`config.mk`:
```
export PLATFORM = sky130hd
export DESIGN_NAME = gate_pulse_gen
export DESIGN_NICKNAME = d
export VERILOG_FILES = /design/src/rtl/gpg_pkg.sv /design/src/rtl/gpg_refcount.sv /design/src/rtl/gpg_stager.sv /design/src/rtl/gpg_toggle.sv /design/src/rtl/gate_pulse_gen.sv
export SDC_FILE = /design/constraint.sdc
export NUM_CORES = 1
export LEC_CHECK = 0
export BUFFER_PORTS_ARGS = -buffer_cell sky130_fd_sc_hd__buf_2
export CAP_MARGIN = 20
export CORE_UTILIZATION = 35
export DETAILED_ROUTE_END_ITERATION = 10
export PLACE_DENSITY = 0.62
export SYNTH_ARGS = -nofsm -noshare
export SYNTH_HDL_FRONTEND = slang
export SYNTH_HIERARCHICAL = 1
export SYNTH_SLANG_ARGS = --single-unit
```
`constraint.sdc`:
```
create_clock -name clk -period 4.1 [get_ports clk]
set_input_delay 0.82 -clock clk [delete_from_list [all_inputs] [get_ports clk]]
set_output_delay 0.82 -clock clk [all_outputs]
set_load 0.005 [all_outputs]
```
`src/rtl/gpg_pkg.sv`:
```
package gpg_pkg;

    typedef enum logic {
        LVL_LOW  = 1'b0,
        LVL_HIGH = 1'b1
    } gate_lvl_e;

endpackage

```
`src/rtl/gpg_refcount.sv`:
```
module gpg_refcount #(
    parameter int CNT_W = 32
) (
    input  logic             clk,
    input  logic             rst_n,
    output logic [CNT_W-1:0] cnt_o,
    output logic [CNT_W-1:0] cnt_next_o
);

    typedef struct packed {
        logic [CNT_W-1:0] cnt;
    } cnt_st_t;

    cnt_st_t st_d, st_q;

    always_comb begin
        st_d     = st_q;
        st_d.cnt = st_q.cnt + {{(CNT_W-1){1'b0}}, 1'b1};
    end

    always_ff @(posedge clk or negedge rst_n) begin
        if (!rst_n) begin
            st_q <= '0;
        end else begin
            st_q <= st_d;
        end
    end

    assign cnt_o      = st_q.cnt;
    assign cnt_next_o = st_d.cnt;

endmodule

```
`src/rtl/gpg_stager.sv`:
```
module gpg_stager #(
    parameter int CNT_W = 32
) (
    input  logic             clk,
    input  logic             rst_n,
    input  logic             load_i,
    input  logic [CNT_W-1:0] period_i,
    input  logic [CNT_W-1:0] high_i,
    input  logic             adopt_i,
    output logic [CNT_W-1:0] stg_high_o,
    output logic [CNT_W-1:0] stg_low_o,
    output logic             pend_o
);

    typedef struct packed {
        logic [CNT_W-1:0] high;
        logic [CNT_W-1:0] low;
        logic             pend;
    } stg_st_t;

    stg_st_t st_d, st_q;

    always_comb begin
        st_d = st_q;
        if (adopt_i) begin
            st_d.pend = 1'b0;
        end
        if (load_i) begin
            st_d.high = high_i;
            st_d.low  = period_i - high_i;
            st_d.pend = 1'b1;
        end
    end

    always_ff @(posedge clk or negedge rst_n) begin
        if (!rst_n) begin
            st_q <= '0;
        end else begin
            st_q <= st_d;
        end
    end

    assign stg_high_o = st_q.high;
    assign stg_low_o  = st_q.low;
    assign pend_o     = st_q.pend;

    AST_LOAD_RAISES_PEND: assert property (@(posedge clk) disable iff (!rst_n)
        load_i |=> st_q.pend);

    AST_ADOPT_NEEDS_PEND: assert property (@(posedge clk) disable iff (!rst_n)
        adopt_i |-> st_q.pend);

    AST_IDLE_KEEPS_STAGE: assert property (@(posedge clk) disable iff (!rst_n)
        (!load_i && !adopt_i) |=> $stable(st_q));

endmodule

```
`src/rtl/gpg_toggle.sv`:
```
module gpg_toggle
    import gpg_pkg::*;
#(
    parameter int          CNT_W      = 32,
    parameter int unsigned DEF_HIGH   = 4000000,
    parameter int unsigned DEF_PERIOD = 100000000
) (
    input  logic             clk,
    input  logic             rst_n,
    input  logic [CNT_W-1:0] cnt_i,
    input  logic [CNT_W-1:0] cnt_next_i,
    input  logic [CNT_W-1:0] stg_high_i,
    input  logic [CNT_W-1:0] stg_low_i,
    input  logic             pend_i,
    output logic             gate_o,
    output logic             adopt_o
);

    localparam int unsigned      DEF_LOW = DEF_PERIOD - DEF_HIGH;
    localparam logic [CNT_W-1:0] DEF_H   = DEF_HIGH[CNT_W-1:0];
    localparam logic [CNT_W-1:0] DEF_L   = DEF_LOW[CNT_W-1:0];

    typedef struct packed {
        gate_lvl_e        gate;
        logic [CNT_W-1:0] cmp;
        logic [CNT_W-1:0] high;
        logic [CNT_W-1:0] low;
    } tgl_st_t;

    tgl_st_t st_d, st_q;
    logic    match;
    logic    fall;

    always_comb begin
        st_d    = st_q;
        match   = (cnt_next_i == st_q.cmp);
        fall    = match && (st_q.gate == LVL_HIGH);
        adopt_o = fall && pend_i;
        if (match) begin
            if (st_q.gate == LVL_HIGH) begin
                st_d.gate = LVL_LOW;
                st_d.cmp  = st_q.cmp + st_q.low;
            end else begin
                st_d.gate = LVL_HIGH;
                st_d.cmp  = st_q.cmp + st_q.high;
            end
        end
        if (adopt_o) begin
            st_d.high = stg_high_i;
            st_d.low  = stg_low_i;
        end
    end

    always_ff @(posedge clk or negedge rst_n) begin
        if (!rst_n) begin
            st_q.gate <= LVL_HIGH;
            st_q.cmp  <= DEF_H;
            st_q.high <= DEF_H;
            st_q.low  <= DEF_L;
        end else begin
            st_q <= st_d;
        end
    end

    assign gate_o = st_q.gate;

    AST_RISE_SPACING: assert property (@(posedge clk) disable iff (!rst_n)
        $rose(st_q.gate) |-> ((st_q.cmp - cnt_i) == st_q.high));

    AST_FALL_OLD_LOW: assert property (@(posedge clk) disable iff (!rst_n)
        $fell(st_q.gate) |-> ((st_q.cmp - cnt_i) == $past(st_q.low)));

    AST_EDGE_AT_MATCH: assert property (@(posedge clk) disable iff (!rst_n)
        (st_q.gate != $past(st_q.gate)) |-> (cnt_i == $past(st_q.cmp)));

    AST_TIMING_ON_FALL: assert property (@(posedge clk) disable iff (!rst_n)
        ((st_q.high != $past(st_q.high)) || (st_q.low != $past(st_q.low)))
            |-> $fell(st_q.gate));

endmodule

```
`src/rtl/gate_pulse_gen.sv`:
```
module gate_pulse_gen #(
    parameter int          CNT_W      = 32,
    parameter int unsigned DEF_HIGH   = 4000000,
    parameter int unsigned DEF_PERIOD = 100000000
) (
    input  logic             clk,
    input  logic             rst_n,
    input  logic             load_i,
    input  logic [CNT_W-1:0] period_i,
    input  logic [CNT_W-1:0] high_i,
    output logic             gate_o,
    output logic             pend_o
);

    logic [CNT_W-1:0] cnt;
    logic [CNT_W-1:0] cnt_next;
    logic [CNT_W-1:0] stg_high;
    logic [CNT_W-1:0] stg_low;
    logic             adopt;

    gpg_refcount #(
        .CNT_W (CNT_W)
    ) u_count (
        .clk        (clk),
        .rst_n      (rst_n),
        .cnt_o      (cnt),
        .cnt_next_o (cnt_next)
    );

    gpg_stager #(
        .CNT_W (CNT_W)
    ) u_stage (
        .clk        (clk),
        .rst_n      (rst_n),
        .load_i     (load_i),
        .period_i   (period_i),
        .high_i     (high_i),
        .adopt_i    (adopt),
        .stg_high_o (stg_high),
        .stg_low_o  (stg_low),
        .pend_o     (pend_o)
    );

    gpg_toggle #(
        .CNT_W      (CNT_W),
        .DEF_HIGH   (DEF_HIGH),
        .DEF_PERIOD (DEF_PERIOD)
    ) u_toggle (
        .clk        (clk),
        .rst_n      (rst_n),
        .cnt_i      (cnt),
        .cnt_next_i (cnt_next),
        .stg_high_i (stg_high),
        .stg_low_i  (stg_low),
        .pend_i     (pend_o),
        .gate_o     (gate_o),
        .adopt_o    (adopt)
    );

    AST_PEND_DROPS_AT_FALL: assert property (@(posedge clk) disable iff (!rst_n)
        $fell(pend_o) |-> $fell(gate_o));

    AST_LOAD_AT_FALL_STAYS: assert property (@(posedge clk) disable iff (!rst_n)
        load_i |=> pend_o);

endmodule

```
# Yosys cells after proc, flatten, opt, wreduce, memory -nomap -nowiden
# Index checks and enable logic that the tools add are counted.
# word_totals
regBits	194
latchBits	0
ram_bits	0
rom_bits	0
output_inout_bits	2
wordCells	19
n_memories	0
# classes
addsub	4
multipliers	0
div	0
n_lt_le_gt_ge	0
n_eq_ne	1
n_shift	0
mux	3
bitwise_logic	0
n_reduce_logical	3
# op_table
op	count
32-bit adder	2
33-bit two-way mux	1
32-bit by 1-bit adder with 32-bit output (second input constant)	1
32-bit == test	1
32-bit subtractor	1
1-bit logical AND	2
1-bit two-way mux	2
2-bit nonzero test	1

# Longest topological paths before layout
# depth
depth_word	6
mapped_depth	15
depth_no_buf	13

# By module
# The synthesis kept the hierarchy.
# by_module_without_submodules
mod	n_inst	cells_each	area_each_um2	seq_area_each_um2
gpg_toggle	1	526	6129.6	2458.6
gpg_stager	1	415	4187.8	1626.6
gpg_refcount	1	127	1478.9	800.8

# Least setup slack after synthesis
# Ideal clock, no wire load.
# synth_timing
path_type	flip-flop to flip-flop
from	register u_toggle.st_q (netlist bit u_toggle/gate_o)
to	register u_toggle/st_q[86] (netlist name)
arrival_time_ns	3.513
setup_slack_ns	0.462
stages_incl_launch_ff	14
synth_period_minus_slack_ns	3.638
cell_sequence	dfstp_2 clkbuf_1 buf_1 mux2_2 ha_1 fa_1 a21oi_1 o211ai_2 a31o_1 a21oi_2 o221a_4 o21ai_1 xor2_1 mux2_2
# synth_between
elab_chain_len	1
# synth_lines
element	line	source
start, declared	gpg_toggle.sv:30	tgl_st_t st_d, st_q;
start signal, assigned	gpg_toggle.sv:61	st_q <= st_d;
33-bit two-way mux	gpg_toggle.sv:40	if (st_q.gate == LVL_HIGH) begin
# No other way between the ends.
# A chain may end at the register's enable or synchronous reset.

# Worst setup path in the final report
# layout_timing
from	register u_count.st_q (netlist bit u_count/cnt_o[0])
to	register u_toggle/st_q[95] (netlist name)
# layout_between
elab_chain_len	2
# layout_lines
element	line	source
start, declared	gpg_refcount.sv:14	cnt_st_t st_d, st_q;
start signal, assigned	gpg_refcount.sv:25	st_q <= st_d;
32-bit by 1-bit adder with 32-bit output	gpg_refcount.sv:18	st_d.cnt = st_q.cnt + {{(CNT_W-1){1'b0}}, 1'b1};
via cnt_next[28]	gate_pulse_gen.sv:16	logic [CNT_W-1:0] cnt_next;
32-bit == test	gpg_toggle.sv:36	match = (cnt_next_i == st_q.cmp);
# The timed path passes the listed nets, and every way through them passes these cells.

==> flow_summary.toml <==
[timing]
min_period_over_period_pct = 92.9
finalWorstSetupSlack_ns = 0.290
hold_ws_ns = 0.356
rsz0062_at_grt = "no"
slew_headroom_pct = 51.3
fin_worst_skew_ns = 0.0124
fmax_mhz = 262
finalHoldViolCount = 0
slew_viol_final = 0
tns_ns = 0
tightest_slew_ns = 0.730
post-route-min-period_ns = 3.81
setup_viol_count_final = 0

[synthesis]
synth_seq_cells = 194
synth_ff_type = "dfrtp_1"
async_flop_share_pct = 100
synthCells = 1068
yosysUniqueCellTypes = 86
synth_nets = 1200
synth_edf_count = 0
seq_area_frac_synth_pct = 41.4
ys_warn_count = 6
syn_avg_cell_area_sq_um = 11.0
synth_area_sq_um = 11800

[cts]
clk_path_buf_depth = 2
post_cts_buffers = 0
h-tree-depth = 4
ctsHoldBuffers = 0
cts-resized-gates = 0
cts_made_buffers = 17
clk_pin_slew_ns = 0.08
clk_latency_ns = 0.44
cts.sinks = 194
cts-root-buf = "clkbuf_16"
cts_tree = "done"

[setup_path]
reg2reg_depth = 14
critPathKind = "reg -> reg"
reg2reg_to = "u_toggle/st_q[95]"
start_kind = "register"
worstPathMaxFanout = 39
worstPathCellList = "ha_1 > nand3_1 > or3_1 > nor4_1 > xor2_1 > xor2_1 > nor4_1 > nand4_1 > nor2_4 > buf_6 > nand3_1 > mux2_1 > o2111ai_1 > xor2_1"
crit_path_start = "u_count/cnt_o[0]"
cp.buffers_inverters = 1
cp.required_ns = 4.46
cp_slowest_cell = "or3_1"
path_common_cell = "xor2_1"
slowest_delay_ns = 0.48
r2r_setup_slack_ns = 0.29
cp.depth = 14
cp-end-kind = "register"
timing.rr.start = "u_count/cnt_o[0]"
endpoint = "u_toggle/st_q[95]"
crit_family = "simple AND/OR/NAND/NOR gates"
worstPathArrival_ns = 4.17

[layout]
syn_to_final_growth_pct = 12.5
n_antenna_cell = 0
n_fill_cell = 3201
drive_gt1_share_pct = 27.4
finalNonFillerCells = 1585
layout.nets = 1262

[floorplanning]
die-area_sq_um = 34400
fp.coreArea_sq_um = 32900
initial_core_util_pct = 35.9
die_h_microns = 186
io_pins = 69
fp.dieW_microns = 186
rows = 66

[global_routing]
grt_pass1_wl_microns = 43600
grtUsageTotal_pct = 16.2
grt.overflow.total = 0
grt_max_degree = 97
antenna_found_initial = 0
grt_pass1_vias = 8297

[placed_design]
hpwl_microns = 20000
dp_cells = 1553
port_buffers = 68
dp_slack_ns = 0.227
gp_congestion = 0.859

[route]
ant_nets = 0
firstDrtPassIters = 5
routed_via_density = 5.07
vias = 8034
drt_iter0_drc = 463
wl_microns = 26100
drc = 0
wl_per_cell_microns = 16.5

[power]
switching_share_pct = 25.2
ir_drop_mv = 0.233
pwr-share-clk_pct = 39.2
p_int_mw = 3.18
p_leak_nw = 6.51
total_power_mw = 4.25
p_seq_share_pct = 49.0
p_switching_mw = 1.07
powerDensity_nw_per_um2 = 320
combPwrFrac_pct = 11.9

[min_path]
hold_path_class = "in -> async"

[job]
max_cap_violations = 0

[outcome]
status = "complete, no violations"
[sequential cells by signal, summed over array words and instances, names as in the netlist]
name,count
u_toggle/st_q,96
u_count/cnt_o,32
u_stage/stg_high_o,32
u_stage/stg_low_o,32
u_stage/pend_o,1
u_toggle/gate_o,1
[cells by family after synthesis]
group / after synthesis / synth area share [%]
AO/OA/AOI/OAI: 198 / 11.6
flip-flops: 194 / 41.4
AND/OR/NAND/NOR: 217 / 10.3
multiplexers: 183 / 17.5
adder cells (fa/ha/maj): 65 / 7.02
XOR/XNOR: 116 / 8.61
buffers and inverters: 95 / 3.58
[layout by cell type, fill, tap and decap left out, types with 6 or more instances in the layout]
cell type / instances
a21o_1: 26
a21oi_1: 70
and3_1: 9
buf_12: 6
buf_2: 67
buf_4: 8
clkbuf_16: 17
dfrtp_1: 169
dfstp_2: 25
ha_1: 63
inv_1: 55
mux2_1: 43
mux2_2: 135
nand2_1: 48
nand2b_1: 8
nand3_1: 31
nand4_1: 13
nor2_1: 37
nor3_1: 16
nor4_1: 13
o211ai_1: 6
o21a_1: 6
o21ai_0: 30
o21bai_1: 6
xnor2_1: 42
xor2_1: 74
[synthesized netlist by cell type, types with 8 or more instances]
| cell type | count | share of area, % |
|---|---|---|
| mux2_2 | 135 | 13 |
| a21o_1 | 26 | 1.7 |
| o21ai_0 | 30 | 1.3 |
| a21oi_1 | 70 | 3.0 |
| clkbuf_1 | 17 | 0.54 |
| nor3_1 | 16 | 0.68 |
| mux2_1 | 43 | 4.1 |
| xor2_1 | 74 | 5.5 |
| xnor2_1 | 42 | 3.1 |
| ha_1 | 63 | 6.7 |
| dfrtp_1 | 169 | 36 |
| nor2_1 | 38 | 1.2 |
| nand4_1 | 13 | 0.69 |
| nand3_1 | 31 | 1.3 |
| dfstp_2 | 25 | 5.6 |
| nor4_1 | 13 | 0.69 |
| buf_2 | 9 | 0.38 |
| nand2b_1 | 8 | 0.42 |
| nand2_1 | 48 | 1.5 |
| and3_1 | 10 | 0.53 |
| inv_1 | 55 | 1.8 |
[how the worst min path moves through the flow]
stage,from,end,slack [ns],cells after the start
3_3_place_gp,u_toggle/st_q[8],u_toggle/st_q[8],0.46,1
3_5_place_dp,u_stage/stg_low_o[1],u_stage/stg_low_o[1],0.47,2
6_report,rst_n,u_count/cnt_o[4],0.36,1
5_1_grt,rst_n,u_stage/stg_high_o[3],0.39,1
2_1_floorplan,u_stage/stg_low_o[0],u_stage/stg_low_o[0],0.45,2
4_1_cts,rst_n,u_count/cnt_o[4],0.36,1
[layer usage]
metal	wire, microns	track usage (%)	share of wire [%]
met1	13100	22.5	50
met5	0	0	0
met4	273	4.52	1.0
met2	12100	25.9	46
met3	702	2.76	2.7
[final cells by class]
class	instances	area, sq um	share of cell area, %
clock buffers	21	450	3.40
clock inverters	11	129	0.972
inverters	55	206	1.56
multi-input cells	779	6500	49.0
flip-flops and latches	194	4890	36.8
well taps	442	553	4.17
repair buffers	83	541	4.07
[power groups by stage]
stage               sequential, mW  clock [mW]  combinational [mW]
floorplan                     2.09           0               0.348
global placement              2.11           0               0.494
detailed placement            2.12           0               0.504
CTS                           2.08        1.71               0.507
global route                  2.09        1.78               0.566
finish                        2.08        1.66               0.503
[stage by stage]
stage | utilization (%) | instance area [sq um]
final | 40.4 | 13300
after global routing | 40.4 | 13300
after CTS | 40.3 | 13300
after detailed placement | 38.6 | 12700
after global placement | 38.6 | 12700
after floorplan | - | 11800
Note: power is estimated with default switching activity, not from simulation.
